==> src/rtl/mwr_pkg.sv <==
package mwr_pkg;

    localparam int          LEAD_W   = 4;
    localparam logic [3:0]  LEAD_IN  = 4'b0110;
    localparam int          WADDR_W  = 6;
    localparam int          WORD_W   = 16;
    localparam int          TX_BITS  = LEAD_W + WADDR_W;
    localparam int          CNT_W    = $clog2((TX_BITS > WORD_W) ? TX_BITS : WORD_W);

    typedef enum logic [2:0] {
        PH_IDLE,
        PH_SETUP,
        PH_TX_LO,
        PH_TX_HI,
        PH_RX_LO,
        PH_RX_HI,
        PH_HOLD
    } phase_e;

    typedef struct packed {
        logic cs;
        logic sk;
        logic dout;
    } mw_pins_t;

    function automatic logic [WORD_W-1:0] swap_bytes(input logic [WORD_W-1:0] w);
        return {w[7:0], w[15:8]};
    endfunction

endpackage

==> src/rtl/mwr_half_timer.sv <==
module mwr_half_timer #(
    parameter int HALF_PER = 4
) (
    input  logic clk,
    input  logic rst,
    input  logic run,
    output logic tick
);
    localparam int            CW   = (HALF_PER > 1) ? $clog2(HALF_PER) : 1;
    localparam logic [CW-1:0] LAST = CW'(HALF_PER - 1);

    logic [CW-1:0] cnt;

    assign tick = run && (cnt == LAST);

    always_ff @(posedge clk) begin
        if (rst || !run || tick) cnt <= '0;
        else                     cnt <= cnt + 1'b1;
    end

    generate
        if (HALF_PER > 1) begin : g_spacing
            AST_TICK_SPACING: assert property (@(posedge clk) disable iff (rst)
                tick |=> !tick);
        end
    endgenerate

    AST_CNT_IDLE_ZERO: assert property (@(posedge clk) disable iff (rst)
        !$past(run) |-> (cnt == '0));

endmodule

==> src/rtl/mwr_seq.sv <==
module mwr_seq
    import mwr_pkg::*;
(
    input  logic               clk,
    input  logic               rst,
    input  logic               tick,
    input  logic               start,
    input  logic [WADDR_W-1:0] start_addr,
    input  logic               din,
    output phase_e             phase,
    output logic               tx_msb,
    output logic               done,
    output logic [WORD_W-1:0]  rd_word
);
    localparam logic [CNT_W-1:0] TX_LAST = CNT_W'(TX_BITS - 1);
    localparam logic [CNT_W-1:0] RX_LAST = CNT_W'(WORD_W - 1);

    logic [TX_BITS-1:0] tx_sreg;
    logic [WORD_W-1:0]  rx_sreg;
    logic [CNT_W-1:0]   bit_cnt;

    assign tx_msb = tx_sreg[TX_BITS-1];

    always_ff @(posedge clk) begin
        if (rst) begin
            phase   <= PH_IDLE;
            tx_sreg <= '0;
            rx_sreg <= '0;
            bit_cnt <= '0;
            done    <= 1'b0;
            rd_word <= '0;
        end else begin
            done <= 1'b0;
            case (phase)
                PH_IDLE: if (start) begin
                    phase   <= PH_SETUP;
                    tx_sreg <= {LEAD_IN, start_addr};
                    bit_cnt <= '0;
                end
                PH_SETUP: if (tick) phase <= PH_TX_LO;
                PH_TX_LO: if (tick) phase <= PH_TX_HI;
                PH_TX_HI: if (tick) begin
                    if (bit_cnt == TX_LAST) begin
                        phase   <= PH_RX_LO;
                        bit_cnt <= '0;
                    end else begin
                        phase   <= PH_TX_LO;
                        tx_sreg <= {tx_sreg[TX_BITS-2:0], 1'b0};
                        bit_cnt <= bit_cnt + 1'b1;
                    end
                end
                PH_RX_LO: if (tick) phase <= PH_RX_HI;
                PH_RX_HI: if (tick) begin
                    rx_sreg <= {rx_sreg[WORD_W-2:0], din};
                    if (bit_cnt == RX_LAST) begin
                        phase <= PH_HOLD;
                    end else begin
                        phase   <= PH_RX_LO;
                        bit_cnt <= bit_cnt + 1'b1;
                    end
                end
                PH_HOLD: if (tick) begin
                    phase   <= PH_IDLE;
                    done    <= 1'b1;
                    rd_word <= swap_bytes(rx_sreg);
                end
                default: phase <= PH_IDLE;
            endcase
        end
    end

    AST_DONE_PULSE: assert property (@(posedge clk) disable iff (rst)
        done |=> !done);
    AST_WORD_HOLD: assert property (@(posedge clk) disable iff (rst)
        !done |-> $stable(rd_word));
    AST_DONE_FROM_HOLD: assert property (@(posedge clk) disable iff (rst)
        done |-> ($past(phase) == PH_HOLD));

endmodule

==> src/rtl/mwr_pin_drive.sv <==
module mwr_pin_drive
    import mwr_pkg::*;
(
    input  phase_e   phase,
    input  logic     tx_msb,
    output mw_pins_t pins
);
    always_comb begin
        pins = '0;
        case (phase)
            PH_SETUP, PH_RX_LO, PH_HOLD: pins.cs = 1'b1;
            PH_TX_LO: begin
                pins.cs   = 1'b1;
                pins.dout = tx_msb;
            end
            PH_TX_HI: begin
                pins.cs   = 1'b1;
                pins.sk   = 1'b1;
                pins.dout = tx_msb;
            end
            PH_RX_HI: begin
                pins.cs = 1'b1;
                pins.sk = 1'b1;
            end
            default: pins = '0;
        endcase
    end
endmodule

==> src/rtl/mw_eeprom_reader.sv <==
module mw_eeprom_reader
    import mwr_pkg::*;
#(
    parameter int HALF_PER   = 4,
    parameter int REQ_ADDR_W = 8
) (
    input  logic                  clk,
    input  logic                  rst,
    input  logic                  req_valid,
    input  logic [REQ_ADDR_W-1:0] req_addr,
    output logic                  busy,
    output logic                  done,
    output logic [WORD_W-1:0]     rd_word,
    output logic                  mw_cs,
    output logic                  mw_sk,
    output logic                  mw_do,
    input  logic                  mw_di
);
    phase_e   phase;
    logic     tick;
    logic     tx_msb;
    logic     start;
    mw_pins_t pins;

    assign busy  = (phase != PH_IDLE);
    assign start = req_valid && !busy;

    mwr_half_timer #(.HALF_PER(HALF_PER)) u_timer (
        .clk  (clk),
        .rst  (rst),
        .run  (busy),
        .tick (tick)
    );

    mwr_seq u_seq (
        .clk        (clk),
        .rst        (rst),
        .tick       (tick),
        .start      (start),
        .start_addr (req_addr[WADDR_W-1:0]),
        .din        (mw_di),
        .phase      (phase),
        .tx_msb     (tx_msb),
        .done       (done),
        .rd_word    (rd_word)
    );

    mwr_pin_drive u_pins (
        .phase  (phase),
        .tx_msb (tx_msb),
        .pins   (pins)
    );

    assign mw_cs = pins.cs;
    assign mw_sk = pins.sk;
    assign mw_do = pins.dout;

    AST_SK_NEEDS_CS: assert property (@(posedge clk) disable iff (rst)
        mw_sk |-> mw_cs);
    AST_CS_RISE_SK_LOW: assert property (@(posedge clk) disable iff (rst)
        $rose(mw_cs) |-> !mw_sk);
    AST_CS_FALL_SK_LOW: assert property (@(posedge clk) disable iff (rst)
        $fell(mw_cs) |-> !$past(mw_sk));
    AST_IDLE_QUIET: assert property (@(posedge clk) disable iff (rst)
        !busy |-> (!mw_cs && !mw_sk && !mw_do));
    AST_DO_STABLE_HI: assert property (@(posedge clk) disable iff (rst)
        (mw_sk && $past(mw_sk)) |-> $stable(mw_do));
    AST_BUSY_END_DONE: assert property (@(posedge clk) disable iff (rst)
        $fell(busy) |-> done);

endmodule

==> config.mk <==
export PLATFORM = sky130hd
export DESIGN_NAME = mw_eeprom_reader
export DESIGN_NICKNAME = d
export VERILOG_FILES = /design/src/rtl/mwr_pkg.sv /design/src/rtl/mwr_half_timer.sv /design/src/rtl/mwr_seq.sv /design/src/rtl/mwr_pin_drive.sv /design/src/rtl/mw_eeprom_reader.sv
export SDC_FILE = /design/constraint.sdc
export NUM_CORES = 1
export LEC_CHECK = 0
export BUFFER_PORTS_ARGS = -buffer_cell sky130_fd_sc_hd__buf_2
export CAP_MARGIN = 40
export CORE_MARGIN = 2
export CORE_UTILIZATION = 35
export CTS_BUF_LIST = sky130_fd_sc_hd__clkbuf_2
export CTS_CLUSTER_SIZE = 28
export DETAILED_ROUTE_END_ITERATION = 12
export GPL_ROUTABILITY_DRIVEN = 0
export GPL_TIMING_DRIVEN = 0
export SLEW_MARGIN = 25
export SYNTH_ARGS = -nofsm -noshare
export SYNTH_HDL_FRONTEND = slang
export SYNTH_SLANG_ARGS = --single-unit
==> constraint.sdc <==
create_clock -name clk -period 1.5 [get_ports clk]
set_input_delay 0.075 -clock clk [delete_from_list [all_inputs] [get_ports clk]]
set_output_delay 0.075 -clock clk [all_outputs]
set_load 0.05 [all_outputs]
---- Word-level counts from Yosys, hierarchy flattened ----
Cells that the tools add are included.
word-level totals
  register bits ........................... 52
  input port bits ......................... 12
  output and inout port bits .............. 21
  word-level logic and storage cells ...... 70
cells by class
  add/sub/neg operators ................... 2
  equal/unequal tests ..................... 18
  mux-type cells .......................... 24
  bitwise operators ....................... 1
  reduce and logical (&&, ||, !) cells .... 18
operator list
  operator                                                          count
  10-bit two-way mux                                                3
  3-bit two-way mux                                                 8
  3-bit case mux with 7 select lines                                1
  4-bit two-way mux                                                 5
  10-bit case mux with 2 select lines                               1
  2-bit inequality test (second input constant)                     9
  4-bit case mux with 3 select lines                                1
  3-bit == test (second input constant)                             3
  4-bit == test (second input constant)                             2
  7-bit AND reduction                                               1
  3-bit by 2-bit == test with 1-bit output (second input constant)  2
  3-bit nonzero test                                                2
  2-bit OR reduction                                                3
  6-bit OR reduction                                                1
  5-bit AND reduction                                               1
  4-bit by 1-bit adder with 4-bit output (second input constant)    1
  1-bit two-way mux                                                 4
  2-bit AND reduction                                               2
  4-bit AND reduction                                               1
  3-bit by 1-bit == test with 1-bit output (second input constant)  1
  3-bit zero test                                                   1
  2-bit by 1-bit adder with 2-bit output (second input constant)    1
  2-bit == test (second input constant)                             1
  1-bit logical AND                                                 2
  other kinds (5)                                                   6

---- Longest topological paths before layout ----
  depth after elaboration ................. 5
  gate-level depth with buffers ........... 7
  depth with buffers taken out ............ 6

---- Modules after synthesis ----
A second synthesis with hierarchy kept.
unflattened totals
  cells, all modules ...................... 264
  area, all modules ....................... 2230.9 um2
by module, submodules not included
  module            instances  cells an instance  area each (um2)  seq. area each (um2)
  mwr_seq           1          250                2088.3           1001.0
  mwr_half_timer    1          6                  86.3             40.0
  mwr_pin_drive     1          6                  41.3             0.0
  mw_eeprom_reader  1          2                  15.0             0.0

---- Worst setup path before layout ----
Ideal clock, no wire load.
  path kind ............................... register to register
  start ................................... reg u_timer.cnt[0]
  end ..................................... reg u_seq.rd_word[10]
  setup time .............................. 0.132 ns
  arrival ................................. 1.455 ns
  data required time ...................... 1.368 ns
  path slack .............................. -0.087 ns
  stages on the path, launching flop included .. 7
  buffers on the path ..................... 2
  period minus slack after synthesis ...... 1.587 ns
  cells stage by stage .................... dfxtp_1 ha_1 clkbuf_1 nand4b_1 clkbuf_1 nand2_1 a21oi_1
on the way
  word-level cells in the longest chain between the ends .. 3
RTL lines
  item                           line                  RTL
  start: declaration             mwr_half_timer.sv:12  logic [CW-1:0] cnt;
  start signal: assignment       mwr_half_timer.sv:18  else cnt <= cnt + 1'b1;
  2-bit == test                  mwr_half_timer.sv:14  assign tick = run && (cnt == LAST);
  1-bit logical AND              mwr_half_timer.sv:14
  2-bit AND reduction (no line)  --
  end signal: assignment         mwr_seq.sv:65         rd_word <= swap_bytes(rx_sreg);
  end: declaration               mwr_seq.sv:13         output logic [WORD_W-1:0] rd_word
Every way passes these cells.
A chain may end at the register's enable or synchronous reset.

---- Worst setup path after layout ----
  start ................................... reg u_seq.phase[1]
  end ..................................... reg u_seq.bit_cnt[1]
on the way
  word-level cells in the longest chain between the ends .. 5
  elaborated cells on any way between the ends .. 14
  those cells by class .................... 6 x eq/ne; 1 x mux; 7 x reduce/logical
RTL lines
  item                             line                    RTL
  start: declaration               mwr_seq.sv:10           output phase_e phase,
  start signal: assignment         mwr_seq.sv:26           phase <= PH_IDLE;
  start signal: assignment         mwr_seq.sv:36           phase <= PH_SETUP;
  start signal: assignment         mwr_seq.sv:40           PH_SETUP: if (tick) phase <= PH_TX_LO;
  3-bit nonzero test               mw_eeprom_reader.sv:25  assign busy = (phase != PH_IDLE);
  1-bit zero test                  mw_eeprom_reader.sv:26  assign start = req_valid && !busy;
  1-bit logical AND                mw_eeprom_reader.sv:26
  2-bit inequality test (no line)  --
  5-bit AND reduction (no line)    --
  end signal: assignment           mwr_seq.sv:49           bit_cnt <= bit_cnt + 1'b1;
  end signal: assignment           mwr_seq.sv:59           bit_cnt <= bit_cnt + 1'b1;
  end: declaration                 mwr_seq.sv:20           logic [CNT_W-1:0] bit_cnt;
Parallel ways exist; a longest one is shown, timed or not.

==> impl_metrics.yaml <==
route:
  drc: 0
  route.antenna.remaining_nets: 0
  drt_wl_total_um: 4970
  drt-pass1-iter-count: 4
  avgViaCountPerCell: 5.00
  drt-initial-drc-count: 112
  routed-via-count: 2006
  wl_per_cell_um: 12.4
synthesis:
  synth_seq_cells: 52
  synth.avg_cell_area_um2: 8.13
  ys_seq_area_share_pct: 48.7
  synth_area_mm2: 0.00214
  synthTopCellsByArea: "dfxtp_1 (49%), nand2_1 (14%), a21oi_1 (9.8%)"
  yosys.cell_types.count: 38
  yosys.area.top_type: "dfxtp_1"
  syn-num-nets: 278
  yosys_warnings: 0
  synthCells: 263
  synth_top_cell_area_share_pct: 48.7
min_path:
  min_path_type: "in2reg"
  hold_path_depth: 7
  holdPathEnd: "u_seq.tx_sreg[8]"
  hold_start: "req_valid"
grt:
  grt_usage_pct: 14.7
  antenna_found_initial: 0
  overflow: 0
  grt_start_max_net_pins: 17
  grt_pass1_wl_um: 7700
  grt_pass1_vias: 1587
sta:
  worstMarginPinSlew_ns: 0.578
  finalSetupViolations: 15
  fmax_ghz: 0.615
  setup_slack_ns: -0.127
  fin_skew_ns: 0.0280
  final-hold-violation-count: 0
  rsz0062_at_grt: "true"
  drv_slew: 0
  slew_headroom_pct: 61.4
  finalCritPeriodShare_pct: 108
  fin_crit_ns: 1.63
critical_path:
  cpMaxStageDelayCell: "or4b_4"
  start_kind: "flop"
  crit_arrival_ns: 2.02
  r2r-end: "u_seq.bit_cnt[1]"
  rrSetupSlack_ns: -0.13
  critical_path.reg2reg.startpoint: "u_seq.phase[1]"
  crit_buf_inv: 1
  critical-path-max-stage-delay_ns: 0.55
  end_kind: "flop"
  cp.required_ns: 1.89
  path_cells: "nor4b_4 -> buf_4 -> a31oi_4 -> or4b_4 -> a21oi_2"
  worst_r2r_path_depth: 5
  crit_family: "simple AND/OR/NAND/NOR gates"
  critPathMaxFanout: 7
  crit_type: "reg2reg"
clock_network:
  clock_path_buffers: 2
  cts_buffers: 5
  root_buffer: "clkbuf_2"
  cts_sinks: 52
  cts_max_level: 2
  cts_tree: "done"
  clock_latency_ns: 0.44
  clk_pin_slew_ns: 0.26
pwr:
  p_leak_nw: 1.15
  total_power_mw: 2.48
  power.density_mw_per_mm2: 827
  ir_drop_mv: 0.370
place:
  placed_area_mm2: 0.00239
  dp_hpwl_um: 3120
  port_buffers: 29
finish:
  design_area_mm2: 0.00300
  drive_gt1_share_pct: 33.4
  syn_to_final_growth_pct: 40.5
  antennaDiodeCount: 0
  layout.nets: 340
floorplanning:
  die_h_um: 82.1
  start_util_pct: 36.1
  rows: 28
  core_area_mm2: 0.00592
  die_area_mm2: 0.00675
  die_x_um: 82.1
  ios: 33
job:
  maxCapViolations: 0
outcome:
  failed_checks: "setup timing"
  status: "complete, but fails checks"
-- logic make-up (layout without fill, tap and decap cells) --
group	after synthesis	in the layout	synth area share, %
buffers and inverters	22	85	4.63
flip-flops	52	52	48.7
XOR/XNOR	1	1	0.410
multiplexers	1	1	0.468
adder cells (fa/ha/maj)	3	3	1.76
AO/OA/AOI/OAI	64	64	17.2
AND/OR/NAND/NOR	120	120	26.8
-- worst reg2reg max path, cell delays in order, from the launching register on --
cell	delay (ns)
dfxtp_4	0.44
nor4b_4	0.26
buf_4	0.17
a31oi_4	0.05
or4b_4	0.55
a21oi_2	0.12
-- Yosys cell counts --
master / n
dfxtp_1: 52
and3b_1: 2
and2_1: 2
or4b_1: 2
o21a_1: 1
inv_1: 2
buf_4: 1
nor2_1: 8
nor2b_1: 2
a211oi_1: 1
nor4b_4: 1
nor3b_1: 1
nand3_1: 4
a31oi_2: 1
a31oi_1: 4
buf_2: 4
a22o_2: 1
and3_1: 3
clkbuf_1: 13
mux2i_1: 1
nand2_1: 81
nand4b_1: 1
a21o_1: 1
buf_6: 1
and4b_1: 1
xor2_1: 1
buf_1: 1
nor4_1: 1
nor4b_1: 1
a31o_2: 1
a21oi_1: 42
a311oi_1: 5
nand4_1: 2
nand3b_1: 3
nor3_1: 3
nand4bb_1: 2
ha_1: 3
o21ai_0: 7
-- stage by stage --
| step | cells | utilization [%] | hold WS [ns] | TNS [ns] | worst slack, ns |
|---|---|---|---|---|---|
| floorplan | 263 | - | 0.211 | -0.0345 | -0.0256 |
| global placement | 367 | 40.4 | 0.325 | -11.12 | -0.415 |
| detailed placement | 367 | 40.4 | 0.332 | -10.03 | -0.382 |
| CTS | 391 | 47.1 | 0.263 | -1.37 | -0.128 |
| global route | 401 | 50.7 | 0.318 | -2.00 | -0.186 |
| finish | 401 | 50.7 | 0.343 | -0.770 | -0.127 |
-- worst max path at each step --
stage / cells past startpoint / slack, ns / to / start
6_report: 5 / -0.13 / u_seq.bit_cnt[1] / u_seq.phase[1]
5_1_grt: 5 / -0.19 / u_seq.bit_cnt[1] / u_seq.phase[1]
4_1_cts: 5 / -0.13 / busy / u_seq.phase[1]
3_5_place_dp: 6 / -0.38 / u_seq.rd_word[8] / u_timer.cnt[0]
3_3_place_gp: 6 / -0.41 / u_seq.rd_word[9] / u_timer.cnt[0]
2_1_floorplan: 5 / -0.03 / u_seq.bit_cnt[1] / u_seq.phase[0]
-- layout by cell type, fill, tap and decap left out, types with 2 or more instances in the layout --
| cell | count |
|---|---|
| o21ai_1 | 3 |
| and3b_1 | 2 |
| dfxtp_4 | 3 |
| clkbuf_1 | 5 |
| buf_8 | 3 |
| nor2_1 | 3 |
| clkbuf_4 | 2 |
| buf_6 | 10 |
| ha_2 | 2 |
| clkbuf_2 | 6 |
| a21oi_1 | 40 |
| nor2_2 | 5 |
| nand3_2 | 2 |
| dfxtp_1 | 46 |
| a31oi_1 | 3 |
| a311oi_2 | 2 |
| buf_4 | 17 |
| o21ai_2 | 2 |
| dlygate4sd3_1 | 8 |
| a311oi_1 | 3 |
| o21ai_0 | 2 |
| nand3_1 | 2 |
| nand2_1 | 81 |
| clkbuf_16 | 3 |
| dfxtp_2 | 3 |
| nand4bb_1 | 2 |
| nand4_1 | 2 |
| nand3b_1 | 3 |
| buf_2 | 25 |
| a21oi_2 | 2 |
-- where the power goes --
group	leakage [nW]	total (mW)	internal [mW]	switching (mW)
clock	0.0436	0.746	0.295	0.450
combinational	0.682	0.314	0.161	0.153
sequential	0.425	1.42	1.41	0.0162
total	1.15	2.48	1.86	0.620
-- final cells by class --
cell class	instances	area (µm²)
sequential	52	1060
multi-input combinational	189	1160
clock inverter	2	38.8
timing repair buffer	58	448
buffer	17	169
clock buffer	6	30.0
tap	75	93.8
inverter	2	7.51
fill	562	2920
-- registers in the layout (all words and copies together) (netlist names) --
register       flops
u_timer.cnt        2
u_seq.done         1
u_seq.tx_sreg     10
u_seq.rd_word     16
u_seq.rx_sreg     16
u_seq.phase        3
u_seq.bit_cnt      4
-- metal layers --
metal,part of all wire [%],vias to the layer above,GRT usage [%]
met5,0,-,0
met4,0.72,0,4.00
met3,4.3,2,2.93
met2,44,41,21.6
met1,51,932,21.9
li1,-,1031,-
-- timing repair --
| action | 4_1_cts | 5_1_grt |
|---|---|---|
| buffers inserted | 10 | 10 |
| hold buffers | 8 | 0 |
| pin swaps | 7 | 17 |
| endpoints found under the setup margin | 49 | 46 |
| gates resized for setup | 48 | 41 |
| hold endpoints to repair | 9 | 0 |
| cloned | 0 | 1 |
Note: power is estimated with default switching activity, not from simulation.
